===== config.mk =====
export PLATFORM = sky130hd
export DESIGN_NAME = cs_wait_gen
export DESIGN_NICKNAME = d
export VERILOG_FILES = /design/src/rtl/cswg_pkg.sv /design/src/rtl/cswg_regfile.sv /design/src/rtl/cswg_wait_sel.sv /design/src/rtl/cswg_wait_ctr.sv /design/src/rtl/cs_wait_gen.sv
export SDC_FILE = /design/constraint.sdc
export NUM_CORES = 1
export LEC_CHECK = 0
export ABC_CLOCK_PERIOD_IN_PS = 1800
export BUFFER_PORTS_ARGS = -buffer_cell sky130_fd_sc_hd__buf_2
export CAP_MARGIN = 5
export CORE_MARGIN = 5
export CORE_UTILIZATION = 37
export DETAILED_ROUTE_END_ITERATION = 10
export PLACE_DENSITY = 0.68
export SETUP_SLACK_MARGIN = 0.15
export SYNTH_ARGS = -nofsm -noshare
export SYNTH_HDL_FRONTEND = slang
export SYNTH_SLANG_ARGS = --single-unit

===== constraint.sdc =====
create_clock -name clk -period 1.8 [get_ports clk]
set_clock_uncertainty 0.1 [all_clocks]
set_input_delay 0.09 -clock clk [delete_from_list [all_inputs] [get_ports clk]]
set_output_delay 0.09 -clock clk [all_outputs]
set_load 0.02 [all_outputs]

===== src/rtl/cswg_pkg.sv =====
package cswg_pkg;
  parameter int CS_NUM  = 8;
  parameter int CODE_W  = 3;
  parameter int REG_W   = 16;
  parameter int ADDR_W  = 16;
  localparam int FLD_STRIDE = CODE_W + 1;
  localparam int CS_IDX_W   = $clog2(CS_NUM);

  typedef enum logic {
    CTR_IDLE = 1'b0,
    CTR_RUN  = 1'b1
  } ctr_state_t;
endpackage


===== src/rtl/cswg_regfile.sv =====
module cswg_regfile #(
  parameter int NCS    = 8,
  parameter int CODE_W = 3,
  parameter int REG_W  = 16,
  parameter int ADDR_W = 16,
  parameter logic [ADDR_W-1:0] OFS_LO = 16'hF484,
  parameter logic [ADDR_W-1:0] OFS_HI = 16'hFFE0
) (
  input  logic                  clk,
  input  logic                  rst_n,
  input  logic                  wr_en,
  input  logic [ADDR_W-1:0]     addr,
  input  logic [REG_W-1:0]      wdata,
  output logic [REG_W-1:0]      rdata,
  output logic [NCS*CODE_W-1:0] codes
);
  localparam int STRIDE = CODE_W + 1;
  localparam int FPR    = REG_W / STRIDE;
  localparam int NREG   = NCS / FPR;

  logic [NREG-1:0]       hit;
  logic [NCS*CODE_W-1:0] codes_q;
  logic [NCS*CODE_W-1:0] codes_d;
  logic [REG_W-1:0]      rsv_mask;
  logic                  unused_rsv;

  for (genvar r = 0; r < NREG; r++) begin : g_hit
    assign hit[r] = (addr == ((r == 0) ? OFS_LO : OFS_HI));
  end

  always_comb begin
    rsv_mask = '0;
    for (int b = 0; b < REG_W; b++) begin
      if ((b % STRIDE) == CODE_W) rsv_mask[b] = 1'b1;
    end
  end
  assign unused_rsv = ^(wdata & rsv_mask);

  always_comb begin
    codes_d = codes_q;
    for (int k = 0; k < NCS; k++) begin
      if (wr_en && hit[k / FPR]) begin
        codes_d[k*CODE_W +: CODE_W] = wdata[(k % FPR)*STRIDE +: CODE_W];
      end
    end
  end

  always_ff @(posedge clk or negedge rst_n) begin
    if (!rst_n) begin
      codes_q <= '1;
    end else if (wr_en) begin
      codes_q <= codes_d;
    end
  end

  always_comb begin
    rdata = '0;
    for (int k = 0; k < NCS; k++) begin
      if (hit[k / FPR]) begin
        rdata[(k % FPR)*STRIDE +: CODE_W] = codes_q[k*CODE_W +: CODE_W];
      end
    end
  end

  assign codes = codes_q;
endmodule


===== src/rtl/cswg_wait_sel.sv =====
module cswg_wait_sel #(
  parameter int NCS    = 8,
  parameter int CODE_W = 3,
  localparam int IDX_W = $clog2(NCS)
) (
  input  logic [NCS*CODE_W-1:0] codes,
  input  logic [IDX_W-1:0]      cs,
  input  logic                  internal,
  input  logic                  page_hit,
  input  logic [CODE_W-1:0]     page_code,
  output logic [CODE_W-1:0]     sel_code
);
  always_comb begin
    if (internal) begin
      sel_code = '0;
    end else if (page_hit) begin
      sel_code = page_code;
    end else begin
      sel_code = codes[cs*CODE_W +: CODE_W];
    end
  end
endmodule


===== src/rtl/cswg_wait_ctr.sv =====
module cswg_wait_ctr
  import cswg_pkg::*;
#(
  parameter int CODE_W = 3
) (
  input  logic              clk,
  input  logic              rst_n,
  input  logic              start,
  input  logic [CODE_W-1:0] target,
  output logic              busy,
  output logic              wait_o,
  output logic              ready_o
);
  ctr_state_t        st_q, st_d;
  logic [CODE_W-1:0] cnt_q, cnt_d;
  logic [CODE_W-1:0] tgt_q, tgt_d;
  logic              done;
  logic              en;

  assign done = (st_q == CTR_RUN) && (cnt_q == tgt_q);

  always_comb begin
    st_d  = st_q;
    cnt_d = cnt_q;
    tgt_d = tgt_q;
    en    = 1'b0;
    case (st_q)
      CTR_IDLE: begin
        if (start) begin
          st_d  = CTR_RUN;
          cnt_d = '0;
          tgt_d = target;
          en    = 1'b1;
        end
      end
      CTR_RUN: begin
        en = 1'b1;
        if (done) begin
          st_d = CTR_IDLE;
        end else begin
          cnt_d = cnt_q + 1'b1;
        end
      end
      default: begin
        st_d = CTR_IDLE;
        en   = 1'b1;
      end
    endcase
  end

  always_ff @(posedge clk or negedge rst_n) begin
    if (!rst_n) begin
      st_q  <= CTR_IDLE;
      cnt_q <= '0;
      tgt_q <= '0;
    end else if (en) begin
      st_q  <= st_d;
      cnt_q <= cnt_d;
      tgt_q <= tgt_d;
    end
  end

  assign busy    = (st_q == CTR_RUN);
  assign ready_o = done;
  assign wait_o  = busy && !done;
endmodule


===== src/rtl/cs_wait_gen.sv =====
module cs_wait_gen
  import cswg_pkg::*;
#(
  parameter int NCS    = cswg_pkg::CS_NUM,
  parameter int CODE_W = cswg_pkg::CODE_W,
  parameter int REG_W  = cswg_pkg::REG_W,
  parameter int ADDR_W = cswg_pkg::ADDR_W,
  parameter logic [ADDR_W-1:0] OFS_LO = 16'hF484,
  parameter logic [ADDR_W-1:0] OFS_HI = 16'hFFE0,
  localparam int IDX_W = $clog2(NCS)
) (
  input  logic              clk,
  input  logic              rst_n,
  input  logic              reg_wr_en,
  input  logic [ADDR_W-1:0] reg_addr,
  input  logic [REG_W-1:0]  reg_wdata,
  output logic [REG_W-1:0]  reg_rdata,
  input  logic              acc_start,
  input  logic [IDX_W-1:0]  acc_cs,
  input  logic              acc_internal,
  input  logic              acc_page_hit,
  input  logic [CODE_W-1:0] page_wait,
  output logic              acc_wait,
  output logic              acc_ready
);
  logic [NCS*CODE_W-1:0] codes;
  logic [CODE_W-1:0]     sel_code;
  logic                  ctr_busy;

  cswg_regfile #(
    .NCS(NCS), .CODE_W(CODE_W), .REG_W(REG_W), .ADDR_W(ADDR_W),
    .OFS_LO(OFS_LO), .OFS_HI(OFS_HI)
  ) u_regs (
    .clk   (clk),
    .rst_n (rst_n),
    .wr_en (reg_wr_en),
    .addr  (reg_addr),
    .wdata (reg_wdata),
    .rdata (reg_rdata),
    .codes (codes)
  );

  cswg_wait_sel #(.NCS(NCS), .CODE_W(CODE_W)) u_sel (
    .codes     (codes),
    .cs        (acc_cs),
    .internal  (acc_internal),
    .page_hit  (acc_page_hit),
    .page_code (page_wait),
    .sel_code  (sel_code)
  );

  cswg_wait_ctr #(.CODE_W(CODE_W)) u_ctr (
    .clk     (clk),
    .rst_n   (rst_n),
    .start   (acc_start),
    .target  (sel_code),
    .busy    (ctr_busy),
    .wait_o  (acc_wait),
    .ready_o (acc_ready)
  );
endmodule


==> flow_metrics.py <==
metrics = {
    "logic_synthesis": {
        "syn_avg_cell_area_um2": 10.96,
        "ys.flop_type": "dfstp_2",
        "ys_seq_area_share_pct": 44.57,
        "synthCells": 165,
        "ys_ff_latch": 31,
        "syn_area_um2": 1808,
        "synth_largest_area_cell": "dfstp_2",
        "yosysWarnings": 0,
        "async_reset_ff_share_pct": 100.0,
        "synth_area_leaders": "dfstp_2, mux2_2, dfrtp_1",
        "ys_types": 35,
        "synth.top_cell.area_share_pct": 34.88,
        "synth_edf_count": 0,
    },
    "global_routing": {
        "grt_usage_pct": 14.23,
        "grt_overflow": 0,
        "grt_pass1_vias": 1551,
        "antenna_found_initial": 0,
        "grt_max_degree": 32,
        "grt_pass1_wl_um": 7031,
    },
    "timing": {
        "report.final.slew_viol_count": 0,
        "worst_slack_ns": 0.2034,
        "fmax_ghz": 0.6263,
        "whs_ns": 0.02515,
        "hold_violations": 0,
        "relSlewSlack_pct": 54.76,
        "period_share_pct": 88.70,
        "tightest_slew_ns": 0.6786,
        "period_minus_slack_ns": 1.597,
        "rsz0062_at_grt": "true",
        "setup_viol": 0,
        "final.setup.tns_ns": 0,
    },
    "worst_hold_path": {
        "hold_class": "in2reg",
    },
    "pwr": {
        "ir_drop_v": 0.0003931,
        "powerDensity_nw_per_um2": 867.8,
        "leakage_nw": 1.103,
        "finalPower_mw": 2.161,
    },
    "job": {
        "maxCapViolations": 0,
    },
    "placement": {
        "routabilityCongestion": 0.7573,
        "portBuffers": 53,
        "hpwl_um": 3166,
        "pre_cts_slack_ns": -0.005450,
    },
    "floorplan": {
        "dieArea_um2": 6385,
        "die_w_um": 79.91,
        "die_h_um": 79.91,
        "rows": 25,
        "core-area_um2": 4723,
        "io_pins": 62,
        "initial_utilization_pct": 38.28,
    },
    "drt": {
        "drc": 0,
        "drt_iter0_drc": 63,
        "drtPass1Iterations": 4,
        "wl_per_cell_um": 13.87,
        "num_vias": 1514,
        "wl_um": 4300,
        "ant_nets": 0,
        "viasPerCell": 4.884,
    },
    "setup_path": {
        "cp.arrival_ns": 1.41,
        "path_class": "in2out",
        "regToRegSetupSlack_ns": 0.24,
        "critPathLaunchType": "input port",
        "required_ns": 1.61,
        "crit_path_end_kind": "primary output",
        "cp_max_fo": 12,
    },
    "clocking": {
        "cts-buffers-inserted": 5,
        "path_clk_slew_ns": 0.06,
        "clockBufferDepth": 2,
        "cts_root_buf": "clkbuf_8",
        "cts_tree": "built",
        "cts.htree.levels": 2,
        "insertion_delay_ns": 0.28,
        "numClockSinks": 31,
    },
    "layout": {
        "fill_cells": 415,
        "multiInputGateArea_um2": 969.7,
        "syn2layout_area_growth_pct": 37.72,
        "fin_nets": 287,
        "n_antenna_cell": 0,
        "drive_gt1_share_pct": 52.67,
        "register_area_um2": 805.8,
    },
    "outcome": {
        "status": "finished clean",
    },
}
## power breakdown
part / internal, mW / switching, mW
clock network: 0.348 / 0.243
logic: 0.389 / 0.328
registers: 0.778 / 0.0737
## through the flow
| step | cell area (µm²) | utilization (%) | instances |
|---|---|---|---|
| 6_report | 2490 | 52.72 | 310 |
| 5_1_grt | 2490 | 52.72 | 310 |
| 4_1_cts | 2480 | 52.50 | 310 |
| 3_5_place_dp | 2215 | 46.89 | 285 |
| 3_3_place_gp | 2215 | 46.89 | 285 |
| 2_1_floorplan | 1849 | - | 168 |
## registers in the layout, indices dropped and copies added (netlist names)
signal / count
u_ctr.busy: 1
u_ctr.cnt_q: 3
u_ctr.tgt_q: 3
u_regs.codes: 24
## final timing paths
kind	start	end	depth (start not counted)
worst max-delay path	reg_addr[5]	reg_rdata[10]	7
worst min-delay path	acc_internal	u_ctr.tgt_q[2]$_DFFE_PN0P_	4
worst max register to register	u_ctr.cnt_q[0]$_DFFE_PN0P_	u_ctr.cnt_q[1]$_DFFE_PN0P_	6
worst min register to register	u_ctr.tgt_q[0]$_DFFE_PN0P_	u_ctr.tgt_q[0]$_DFFE_PN0P_	2
max in group asynchronous	rst_n	u_ctr.tgt_q[0]$_DFFE_PN0P_	2
min in group asynchronous	rst_n	u_ctr.tgt_q[2]$_DFFE_PN0P_	2
## cells in the final DEF (no fill, tap or decap), drive strengths merged, types with 4 or more instances in the layout
cell / Yosys / routed
a22oi: 12 / 12
mux2: 27 / 27
nand2: 6 / 6
dfrtp: 7 / 7
o21ai: 7 / 7
buf: 7 / 64
nor2: 22 / 22
clkbuf: 4 / 8
nor3b: 5 / 5
dlygate4sd3: 0 / 14
dfstp: 24 / 24
conb: 1 / 4
nor3: 6 / 6
mux2i: 9 / 9
## critical path: stages
cell and delay (ns):
buf_2 0.10, or4b_4 0.54, nor3_4 0.15, buf_6 0.18, a22oi_1 0.08, nor2_2 0.09
buf_2 0.17
## Yosys cell counts (2+ instances only)
cell type and count:
a22oi_1 12, mux2_1 10, nor2b_1 2, dfrtp_1 7
mux2_2 17, clkbuf_1 4, a21oi_1 3, nor3b_1 3
nand2_1 6, nor4b_1 3, nor3_1 5, inv_1 2
nand2b_1 3, o21ai_0 7, dfstp_2 24, xor2_1 3
nor2_1 22, mux2i_1 9, a311o_1 2, nand4_1 2
buf_4 5
## kinds of logic after synthesis
family	after synthesis	synth area share, %
AND/OR/NAND/NOR	54	17.30
flip-flops	31	44.57
adder cells (fa/ha/maj)	1	0.6919
other	1	0.2074
XOR/XNOR	4	1.938
buffers and inverters	13	4.221
AO/OA/AOI/OAI	25	9.273
multiplexers	36	21.80
## cell type report
| type | count | area share (%) |
|---|---|---|
| clock buffer | 8 | 4.020 |
| inverter | 2 | 0.3015 |
| multi-input combinational | 124 | 38.94 |
| sequential | 31 | 32.36 |
| tap | 67 | 3.367 |
| timing repair buffer | 78 | 21.01 |
## layer usage
layer | global-route usage [%] | wire (µm)
met3 | 4.515 | 251
met5 | 0 | 0
met4 | 5.912 | 97
met2 | 22.52 | 1998
met1 | 17.80 | 1953
## what timing repair did
item	in CTS	in global routing
setup endpoints to repair	1	19
pin swaps	0	1
resized for setup	1	3
buffers inserted	3	0
hold buffers	14	0
endpoints found under the hold margin	32	0
Power figures use the tool's default switching activity.
